`config.mk`:
```
export PLATFORM = sky130hd
export DESIGN_NAME = hsat_word_adder
export DESIGN_NICKNAME = d
export VERILOG_FILES = /design/src/rtl/hsat_pkg.sv /design/src/rtl/sat_pair_add.sv /design/src/rtl/hadd_lane.sv /design/src/rtl/hsat_word_adder.sv
export SDC_FILE = /design/constraint.sdc
export NUM_CORES = 1
export LEC_CHECK = 0
export BUFFER_PORTS_ARGS = -buffer_cell sky130_fd_sc_hd__buf_2
export CORE_AREA = 8 8 394 396
export DETAILED_ROUTE_END_ITERATION = 8
export DIE_AREA = 0 0 402 404
export PLACE_DENSITY = 0.43
export RECOVER_POWER = 50
export SLEW_MARGIN = 20
export SYNTH_ARGS = -nofsm -noshare
export SYNTH_HDL_FRONTEND = slang
export SYNTH_SLANG_ARGS = --single-unit
export TNS_END_PERCENT = 1
```
`constraint.sdc`:
```
create_clock -name clk -period 10.3 [get_ports clk]
set_clock_uncertainty 0.1 [all_clocks]
set_input_delay 0 -clock clk [delete_from_list [all_inputs] [get_ports clk]]
set_output_delay 0 -clock clk [all_outputs]
set_load 0.05 [all_outputs]
```
`src/rtl/hsat_pkg.sv`:
```
package hsat_pkg;
  typedef enum logic [1:0] {
    MODE_LEGACY = 2'b00,
    MODE_V128   = 2'b01,
    MODE_V256   = 2'b10,
    MODE_V128B  = 2'b11
  } hmode_e;
endpackage

```
`src/rtl/sat_pair_add.sv`:
```
module sat_pair_add #(
  parameter int W = 16
) (
  input  logic [W-1:0] hi,
  input  logic [W-1:0] lo,
  output logic [W-1:0] sum
);
  localparam logic [W-1:0] POS_MAX = {1'b0, {(W-1){1'b1}}};
  localparam logic [W-1:0] NEG_MIN = {1'b1, {(W-1){1'b0}}};

  logic [W:0] wide;

  always_comb begin
    wide = {hi[W-1], hi} + {lo[W-1], lo};
    case (wide[W:W-1])
      2'b01:   sum = POS_MAX;
      2'b10:   sum = NEG_MIN;
      default: sum = wide[W-1:0];
    endcase
  end
endmodule

```
`src/rtl/hadd_lane.sv`:
```
module hadd_lane #(
  parameter int W      = 16,
  parameter int LANE_W = 128
) (
  input  logic [LANE_W-1:0] opa,
  input  logic [LANE_W-1:0] opb,
  output logic [LANE_W-1:0] y
);
  localparam int PAIRS = LANE_W / (2 * W);

  for (genvar p = 0; p < PAIRS; p++) begin : g_pair
    sat_pair_add #(.W(W)) u_sa (
      .hi  (opa[(2*p+1)*W +: W]),
      .lo  (opa[(2*p)*W +: W]),
      .sum (y[p*W +: W])
    );
    sat_pair_add #(.W(W)) u_sb (
      .hi  (opb[(2*p+1)*W +: W]),
      .lo  (opb[(2*p)*W +: W]),
      .sum (y[(PAIRS+p)*W +: W])
    );
  end
endmodule

```
`src/rtl/hsat_word_adder.sv`:
```
module hsat_word_adder #(
  parameter int ELEM_W = 16,
  parameter int LANE_W = 128
) (
  input  logic                    clk,
  input  logic                    rst,
  input  logic                    in_valid,
  output logic                    in_ready,
  input  logic [1:0]              mode,
  input  logic [2*LANE_W-1:0]     src_a,
  input  logic [2*LANE_W-1:0]     src_b,
  input  logic [2*LANE_W-1:0]     dst_old,
  output logic                    out_valid,
  input  logic                    out_ready,
  output logic [2*LANE_W-1:0]     result
);
  import hsat_pkg::*;

  localparam int VEC_W = 2 * LANE_W;

  hmode_e              mode_e;
  logic [LANE_W-1:0]   lo_first;
  logic [LANE_W-1:0]   lo_res;
  logic [LANE_W-1:0]   hi_res;
  logic [LANE_W-1:0]   hi_sel;
  logic [VEC_W-1:0]    result_q;
  logic                valid_q;
  logic                fire;

  assign mode_e   = hmode_e'(mode);
  assign lo_first = (mode_e == MODE_LEGACY) ? dst_old[LANE_W-1:0] : src_a[LANE_W-1:0];

  hadd_lane #(.W(ELEM_W), .LANE_W(LANE_W)) u_lane_lo (
    .opa (lo_first),
    .opb (src_b[LANE_W-1:0]),
    .y   (lo_res)
  );

  hadd_lane #(.W(ELEM_W), .LANE_W(LANE_W)) u_lane_hi (
    .opa (src_a[VEC_W-1:LANE_W]),
    .opb (src_b[VEC_W-1:LANE_W]),
    .y   (hi_res)
  );

  always_comb begin
    case (mode_e)
      MODE_LEGACY: hi_sel = dst_old[VEC_W-1:LANE_W];
      MODE_V256:   hi_sel = hi_res;
      default:     hi_sel = '0;
    endcase
  end

  assign in_ready = !valid_q || out_ready;
  assign fire     = in_valid && in_ready;

  always_ff @(posedge clk) begin
    if (rst) begin
      valid_q  <= 1'b0;
      result_q <= '0;
    end else if (fire) begin
      valid_q  <= 1'b1;
      result_q <= {hi_sel, lo_res};
    end else if (out_ready) begin
      valid_q  <= 1'b0;
    end
  end

  assign out_valid = valid_q;
  assign result    = result_q;

  // accepted transfer yields a valid result on the next cycle
  p_valid_after_fire_r7: assert property (@(posedge clk) disable iff (rst)
    fire |=> out_valid);

  // a stalled result is held intact
  p_hold_on_stall_r9: assert property (@(posedge clk) disable iff (rst)
    (out_valid && !out_ready) |=> (out_valid && $stable(result)));

  // zeroing mode clears the upper lane
  p_zero_upper_r4: assert property (@(posedge clk) disable iff (rst)
    (fire && mode[0]) |=> (result[VEC_W-1:LANE_W] == '0));

  // legacy mode carries the prior upper half
  p_legacy_keep_r5: assert property (@(posedge clk) disable iff (rst)
    (fire && mode == 2'b00) |=> (result[VEC_W-1:LANE_W] == $past(dst_old[VEC_W-1:LANE_W])));

  // reset empties the output register
  p_reset_clear_r8: assert property (@(posedge clk)
    rst |=> (!out_valid && result == '0));
endmodule

```
Word-level counts from Yosys, hierarchy flattened
Index checks and enable logic that the tools add are counted.
Storage, ports and cells
  register bits after elaboration: 257
  output and inout bits: 258
  word-level logic and storage cells: 76
Cells by class
  add/subtract/negate cells: 16
  equal/unequal tests: 33
  multiplexer cells: 20
  reductions and logical operators: 5
Operators by type and width (count)
  one-hot mux 16 bit (2 select lines): 16
  adder 16 x 16 -> 17 bit: 16
  one-hot mux 128 bit (2 select lines): 1
  2-to-1 mux 128 bit: 1
  == test 2 bit (second input constant): 17
  == test 2 x 1 -> 1 bit (second input constant): 16
  zero test 2 bit: 1
  2-to-1 mux 1 bit: 2
  nonzero test 2 bit: 1
  logical AND 1 bit: 1
  zero test 1 bit: 1
  logical OR 1 bit: 1

Logic depth before layout (Yosys ltp)
Gate-level depths: netlist of run 1.
  depth after elaboration: 5
  depth in mapped cells: 25

By module
A second synthesis of run 1 with hierarchy kept.
Unflattened totals
  cell total of the unflattened synthesis: 3611
  area total of the unflattened synthesis: 29005.3 um^2
By module, submodules not included
  hsat_word_adder: times used 1, cells each 1159, area each 11543.6 um^2, seq. area each 5144.9 um^2
  sat_pair_add (u_lane_hi.g_pair[3].u_sa ...): times used 10, cells each 160, area each 1118.6 um^2, seq. area each 0.0 um^2
  sat_pair_add (u_lane_hi.g_pair[0].u_sa ...): times used 6, cells each 142, area each 1046.0 um^2, seq. area each 0.0 um^2

Least setup slack after synthesis of run 1
Ideal clock, no wire load.
  path kind: input-to-reg
  start point: in mode[1]
  end point: reg result_q[35] (netlist: result[35])
  arrival: 4594 ps
  path slack: 5541 ps
  cell stages on the path: 23
  cells stage by stage: clkbuf_1 > nor2_1 > clkbuf_1 > buf_1 > mux2_2 > ha_1 > fa_1 > a21o_1 > a21o_1 > a21oi_1 > o21bai_1 > a211o_1 > a21o_1 > a21o_1 > nand2_1 > a31o_2 > ha_1 > clkbuf_1 > nand2b_1 > nand2_1 > clkbuf_1 > a21oi_1 > nor2_1
On the way
  longest elaborated chain between the ends: 5
Ends and longest elaborated chain
  start, declared: line hsat_word_adder.sv:9  | input logic [1:0] mode,
  zero test 2 bit (*): line hsat_word_adder.sv:31  | assign lo_first = (mode_e == MODE_LEGACY) ? dst_old[LANE_W-1:0] : src_a[LANE_W-1:0];
  2-to-1 mux 128 bit (*): line hsat_word_adder.sv:31
  adder 16 x 16 -> 17 bit (*): line sat_pair_add.sv:14  | wide = {hi[W-1], hi} + {lo[W-1], lo};
  == test 2 bit or == test 2 x 1 -> 1 bit (tied branches): line sat_pair_add.sv:15  | case (wide[W:W-1])
  one-hot mux 16 bit (2 select lines) (*): line sat_pair_add.sv:15
  end signal, assigned: line hsat_word_adder.sv:62  | result_q <= {hi_sel, lo_res};
  end, declared: line hsat_word_adder.sv:26  | logic [VEC_W-1:0] result_q;
Mark *: on every way between the ends. The rest lies on a longest branch, timed or not.
A chain may end at the register's enable or synchronous reset.

Final worst setup path of run 1
  start point: in mode[0]
  end point: reg result_q[6] (netlist: result[6])
The elaborated chain is that of the path after synthesis.

==> results of run 1 <==
metal layers:
layer	routed length [um]	global-route usage [%]	part of all wire [%]
met5	84	0	0.057
met3	9170	4.01	6.2
met4	4320	4.48	2.9
met2	76000	32.0	52
met1	57700	19.2	39
area by class of cell:
cell class                 instances  area, um^2  area share [%]
antenna                           36        90.1           0.250
clock buffer                      53        1130            3.14
clock inverter                    17         275           0.764
inverter                         106         403            1.12
multi-input combinational       2394       17000            47.1
sequential                       257        5140            14.3
tap                             1944        2430            6.75
timing repair buffer            1510        9600            26.6
worst min-delay path, cell delays in order:
cell,delay (ps)
buf_2,80
ha_1,110
inv_1,60
xnor2_1,310
a211oi_1,90
power breakdown:
part	switching, uW	internal, uW
Sequential	74.2	1110
Combinational	1610	928
Clock	595	945
Total	2280	2990
logic make-up (layout without fill, tap and decap cells):
group | count (synthesis) | count (layout) | share of synthesized area, %
AO/OA/AOI/OAI | 1119 | 1119 | 29.3
XOR/XNOR | 203 | 203 | 7.72
adder cells (fa/ha/maj) | 304 | 304 | 17.0
buffers and inverters | 249 | 1686 | 4.16
flip-flops | 257 | 257 | 22.4
multiplexers | 140 | 140 | 6.79
other | 0 | 36 | 0
AND/OR/NAND/NOR | 628 | 628 | 12.6
cell usage in the layout, fill, tap and decap left out, drive strengths merged, types with 39 or more instances in the layout:
master / instances
dlygate4sd3: 455
nor3: 54
xnor2: 123
inv: 108
a21o: 87
nor2: 274
buf: 798
o21ai: 303
ha: 288
nand2b: 39
nand2: 112
dfxtp: 257
a21oi: 462
xor2: 80
a211oi: 47
clkbuf: 310
mux2: 130
how the worst max path moves through the flow:
stage	end	slack, ps	depth (start not counted)
floorplan	result[35]	5540	23
global placement	result[44]	4780	19
detailed placement	result[44]	4710	19
CTS	result[6]	4390	21
global route	result[6]	3930	21
finish	result[6]	4260	21
sequential cells by signal (all words and copies together) (netlist names):
| signal | flops |
|---|---|
| result | 256 |
| out_valid | 1 |
metrics by stage:
stage          power, uW  hold slack, ps  std cells  area (um^2)
5_1_grt             5590            20.1       6302        36000
2_1_floorplan       2730            29.5       2900        23000
3_3_place_gp        3560             148       5756        30300
4_1_cts             5390           0.329       6281        36300
3_5_place_dp        3560             148       5756        30300
6_report            5270            28.3       6317        36000
==> run_results.csv, run 1 <==
group,metric,value,unit
cts,numCtsBuffers,40,
floorplan,fp.dieH,404,um
sta,setup_tns,0,ps
floorplan,rows,142,
cts,post-cts-setup-buffer-count,0,
final_layout,drive_gt1_share,24.0,%
hold_path,hold_path.class,"in -> reg",
sta,rsz0062_at_grt,"no",
critical_path,critPathKind,"in -> reg",
sta,finalHoldViolCount,0,
floorplan,io_pins,1032,
global_routing,grt_start_max_net_pins,102,
power_and_ir_drop,p_per_area,146,nW/um^2
cts,cts_tree,"yes",
cts,ctsHoldBuffers,455,
critical_path,cp_max_fo,43,
cts,insertion_delay,570,ps
hold_path,hold_depth,5,
logic_synthesis,ys_warn_count,0,
global_routing,grt_pass1_wl,205000,um
floorplan,start_util,15.5,%
logic_synthesis,synth_fp_nets,3978,
critical_path,r2r_start,"out_valid",
cts,clock-sinks,257,
routing,vias_per_cell,4.42,
logic_synthesis,synthCells,2900,
logic_synthesis,ys_seq_area_share,22.4,%
final_layout,synthToLayoutAreaGrowth,56.5,%
place,io_buffers,1031,
critical_path,critPathRequiredTime,10690,ps
logic_synthesis,synth_common_cells,"460 x a21oi_1, 297 x o21ai_0, 288 x ha_1, 274 x nor2_1, 257 x dfxtp_1",
floorplan,core,149000,um^2
critical_path,crit_path_end_kind,"register",
hold_path,hold_start,"src_b[190]",
logic_synthesis,synth_edf_count,0,
critical_path,critical_path.top_delay_family,"buffers and inverters",
routing,via_count,27900,
sta,min_period,6040,ps
final_layout,final_core_util,24.2,%
global_routing,antenna_found_initial,82,
flow_run,cap_violations,1,
outcome,status,"finished, violations left",
sta,min_period_over_period,58.6,%
power_and_ir_drop,p_leak,0.0159,uW
outcome,violations,"capacitance limit, slew limit",
routing,routedWlPerCell,23.3,um
sta,finalMaxSlewViolations,36,
global_routing,grt_pass1_vias,28500,
place,finalWeightedCongestion,0.895,
sta,setup-violations-final,0,
logic_synthesis,async_flop_share,0,%
floorplan,die_x,402,um
floorplan,die_area,162000,um^2
hold_path,min_to,"result[222]",
logic_synthesis,ys_ff_latch,257,
place,dp_slack,4710,ps
critical_path,cpPeakStageDelay,710,ps
place,dp_hpwl,121000,um
routing,routed_wl,147000,um
sta,postLayoutSetupSlackWorst,4260,ps
critical_path,reg2regPathDepth,9,
cts,htreeDepth,2,
critical_path,crit_path_top_delay_cell,"ha_1",
logic_synthesis,ys.flop_type,"dfxtp_1",
global_routing,overflow,0,
logic_synthesis,synth_cell_types,80,
critical_path,critPathLaunch,"mode[0]",
sta,fmax,166,MHz
logic_synthesis,synth_top_area_share,22.4,%
final_layout,fill_cells,16700,
critical_path,reg2reg_slack,6370,ps
critical_path,cp-start-kind,"input pin",
routing,dr.pass1.iters,5,
logic_synthesis,yosysMostFrequentCell,"a21oi_1",
routing,drt_iter0_drc,1569,
logic_synthesis,yosys-top-cells-area,"dfxtp_1 22%, ha_1 16%, a21oi_1 10%",
critical_path,path_buf_inv,6,
logic_synthesis,netlist_area,23000,um^2
final_layout,fin_nets,5387,
logic_synthesis,avgSynthCellArea,7.94,um^2
cts,cts_buffer_depth,3,
cts,clk_pin_slew,60,ps
logic_synthesis,yosysTopAreaCell,"dfxtp_1",
power_and_ir_drop,worst_ir_drop_vdd,0.124,mV
cts,cts_resized,0,
cts,root_buffer,"clkbuf_16",
routing,ant_nets,0,
sta,worstMarginPinSlew,2940,ps
routing,drc,0,
critical_path,timing.rr.end,"result[205]",
global_routing,grt.total_usage,17.0,%
sta,slew_headroom,-96.0,%
critical_path,crit_chain,"buf_2, nor2_4, buf_4, buf_4, mux2_2, dlygate4sd3_1, ha_1, a21oi_1, nor2b_1, o21ai_0, a21oi_1, a21o_1, a31oi_1, xnor2_1, inv_1, ha_1, nand2b_1, nand2_1, a31oi_1, dlygate4sd3_1, nor2_1",
critical_path,cp.arrival,6430,ps
No activity file was read; power rests on OpenSTA's default activity.
==> run 2, diff against run 1 <==
--- a/config.mk
+++ b/config.mk
@@ -9,7 +9,7 @@
 export CORE_AREA = 8 8 394 396
 export DETAILED_ROUTE_END_ITERATION = 8
 export DIE_AREA = 0 0 402 404
-export PLACE_DENSITY = 0.43
+export PLACE_DENSITY = 0.44
 export RECOVER_POWER = 50
 export SLEW_MARGIN = 20
 export SYNTH_ARGS = -nofsm -noshare
==> constraint.sdc (replaced) <==
create_clock -name clk -period 5.3 [get_ports clk]
set_clock_uncertainty 0.1 [all_clocks]
set_input_delay 0 -clock clk [delete_from_list [all_inputs] [get_ports clk]]
set_output_delay 0 -clock clk [all_outputs]
set_load 0.05 [all_outputs]
==> run_results.csv, run 2 (synthesized netlist as in run 1, its figures left out) <==
group,metric,value,unit
floorplan,rows,142,
flow_run,cap_violations,0,
global_routing,overflow,0,
global_routing,grt_pass1_wl,207000,um
floorplan,io_pins,1032,
sta,rsz0062_at_grt,"no",
critical_path,crit_path_end_kind,"register",
place,io_buffers,1031,
global_routing,antenna_found_initial,92,
routing,drt_iter0_drc,1657,
global_routing,grt_use_met1,18.6,%
floorplan,start_util,15.5,%
global_routing,grt.total_usage,17.3,%
cts,htreeDepth,2,
cts,insertion_delay,580,ps
cts,clock-sinks,257,
final_layout,final_core_util,24.5,%
global_routing,grt_util_met2,32.5,%
critical_path,cp-start-kind,"input pin",
final_layout,final_common_cell,"buf_2",
global_routing,grt_start_max_net_pins,87,
critical_path,crit_path_top_delay_cell,"o41ai_1",
power_and_ir_drop,p_per_area,284,nW/um^2
power_and_ir_drop,power,10300,uW
critical_path,cp_max_fo,8,
routing,routedWlPerCell,23.5,um
final_layout,fin_nets,5433,
critical_path,crit_chain,"buf_2, ha_1, a21o_1, a211oi_1, nor2_1, o41ai_1, o2bb2ai_1, nor3_1, o31a_1, xnor2_1, inv_1, ha_1, nor2b_1, a21oi_1, a2111oi_0, dlygate4sd3_1, a21oi_1, nor2_1, dlygate4sd3_1",
critical_path,critical_path.top_delay_family,"compound AO/OA/AOI/OAI gates",
global_routing,grt_pass1_vias,28500,
sta,finalMaxSlewViolations,0,
floorplan,core,149000,um^2
floorplan,fp.dieH,404,um
final_layout,mostFrequentLayoutCells,"773 x buf_2, 472 x dlygate4sd3_1, 459 x a21oi_1, 296 x o21ai_0, 288 x ha_1",
routing,drc,0,
cts,root_buffer,"clkbuf_16",
critical_path,critPathKind,"in -> reg",
cts,post-cts-setup-buffer-count,0,
sta,min_period_over_period,92.0,%
routing,via_count,28200,
critical_path,critPathRequiredTime,5730,ps
routing,vias_per_cell,4.43,
cts,numCtsBuffers,38,
routing,dr.pass1.iters,7,
floorplan,die_x,402,um
final_layout,drive_gt1_share,24.5,%
final_layout,synthToLayoutAreaGrowth,58.3,%
power_and_ir_drop,p_leak,0.0162,uW
cts,cts_tree,"yes",
critical_path,critPathLaunch,"src_a[129]",
global_routing,top_usage_layer,"met2",
critical_path,path_buf_inv,4,
cts,cts_buffer_depth,3,
global_routing,use_met3,4.48,%
sta,timing.hold.ws,37.4,ps
critical_path,cpPeakStageDelay,650,ps
sta,setup-violations-final,0,
sta,min_period,4880,ps
power_and_ir_drop,worst_ir_drop_vdd,0.191,mV
outcome,status,"complete, no violations",
sta,slew_headroom,31.4,%
final_layout,largest_reg_flops,256,
routing,ant_nets,0,
hold_path,hold_start,"src_b[176]",
cts,clk_pin_slew,60,ps
critical_path,cp.arrival,5300,ps
sta,fmax,205,MHz
critical_path,r2r_start,"out_valid",
sta,finalHoldViolCount,0,
hold_path,hold_path.class,"in -> reg",
sta,setup_tns,0,ps
place,dp_hpwl,125000,um
routing,routed_wl,149000,um
sta,worstMarginPinSlew,1030,ps
floorplan,die_area,162000,um^2
place,finalWeightedCongestion,0.921,
==> run 2: cell types whose count changed in the layout (fill, tap and decap cells not counted), sizes merged, moves of 3 or more <==
cell         delta
buf            +31
dlygate4sd3    +17
diode           -8
clkbuf          -4
clkinv          +3
==> run 2: worst min-delay path, cell delays in order <==
cell	delay, ps
buf_2	80
ha_1	230
inv_1	60
a21oi_1	100
a21oi_1	130
a21oi_1	70
==> run 2: through the flow <==
step	std cells	worst slack, ps	cell area (um^2)
floorplan	2900	541	23000
global placement	5787	354	30500
detailed placement	5787	331	30500
CTS	6328	412	36700
global route	6344	18.8	36400
finish	6356	422	36400
==> run 2: path summary, 6_finish.rpt <==
path              slack (ps)     endpoint  depth (start not counted)
setup / recovery         420  result[129]                         19
hold / removal            40  result[208]                          6
setup reg to reg        2080  result[207]                          8
hold reg to reg          370  result[175]                          2
==> run 2: power by group <==
group	switching (uW)	total (uW)	internal, uW	leakage [uW]
clock	1140	3000	1860	0.000694
combinational	3170	5030	1860	0.0133
sequential	134	2300	2160	0.00212
total	4450	10300	5880	0.0162
==> run 2: area by class of cell <==
type,instances,area (um^2)
Fill cell,16600,112000
Timing Repair Buffer,1558,10000
Inverter,106,403
Tap cell,1944,2430
Clock buffer,49,1060
Sequential cell,257,5140
Clock inverter,20,350
Multi-Input combinational cell,2394,17000
Antenna cell,28,70.1
==> run 2: repair_timing <==
| action | in CTS | in global routing |
|---|---|---|
| endpoints found under the setup margin | 0 | 1 |
| endpoints found under the hold margin | 233 | 0 |
| resized for setup | 0 | 1 |
| hold buffers | 472 | 0 |
==> run 2: layer usage <==
layer	routed length, um	share of wire (%)
met3	10200	6.8
met1	56100	38
met4	6130	4.1
met2	76900	51
met5	85	0.057
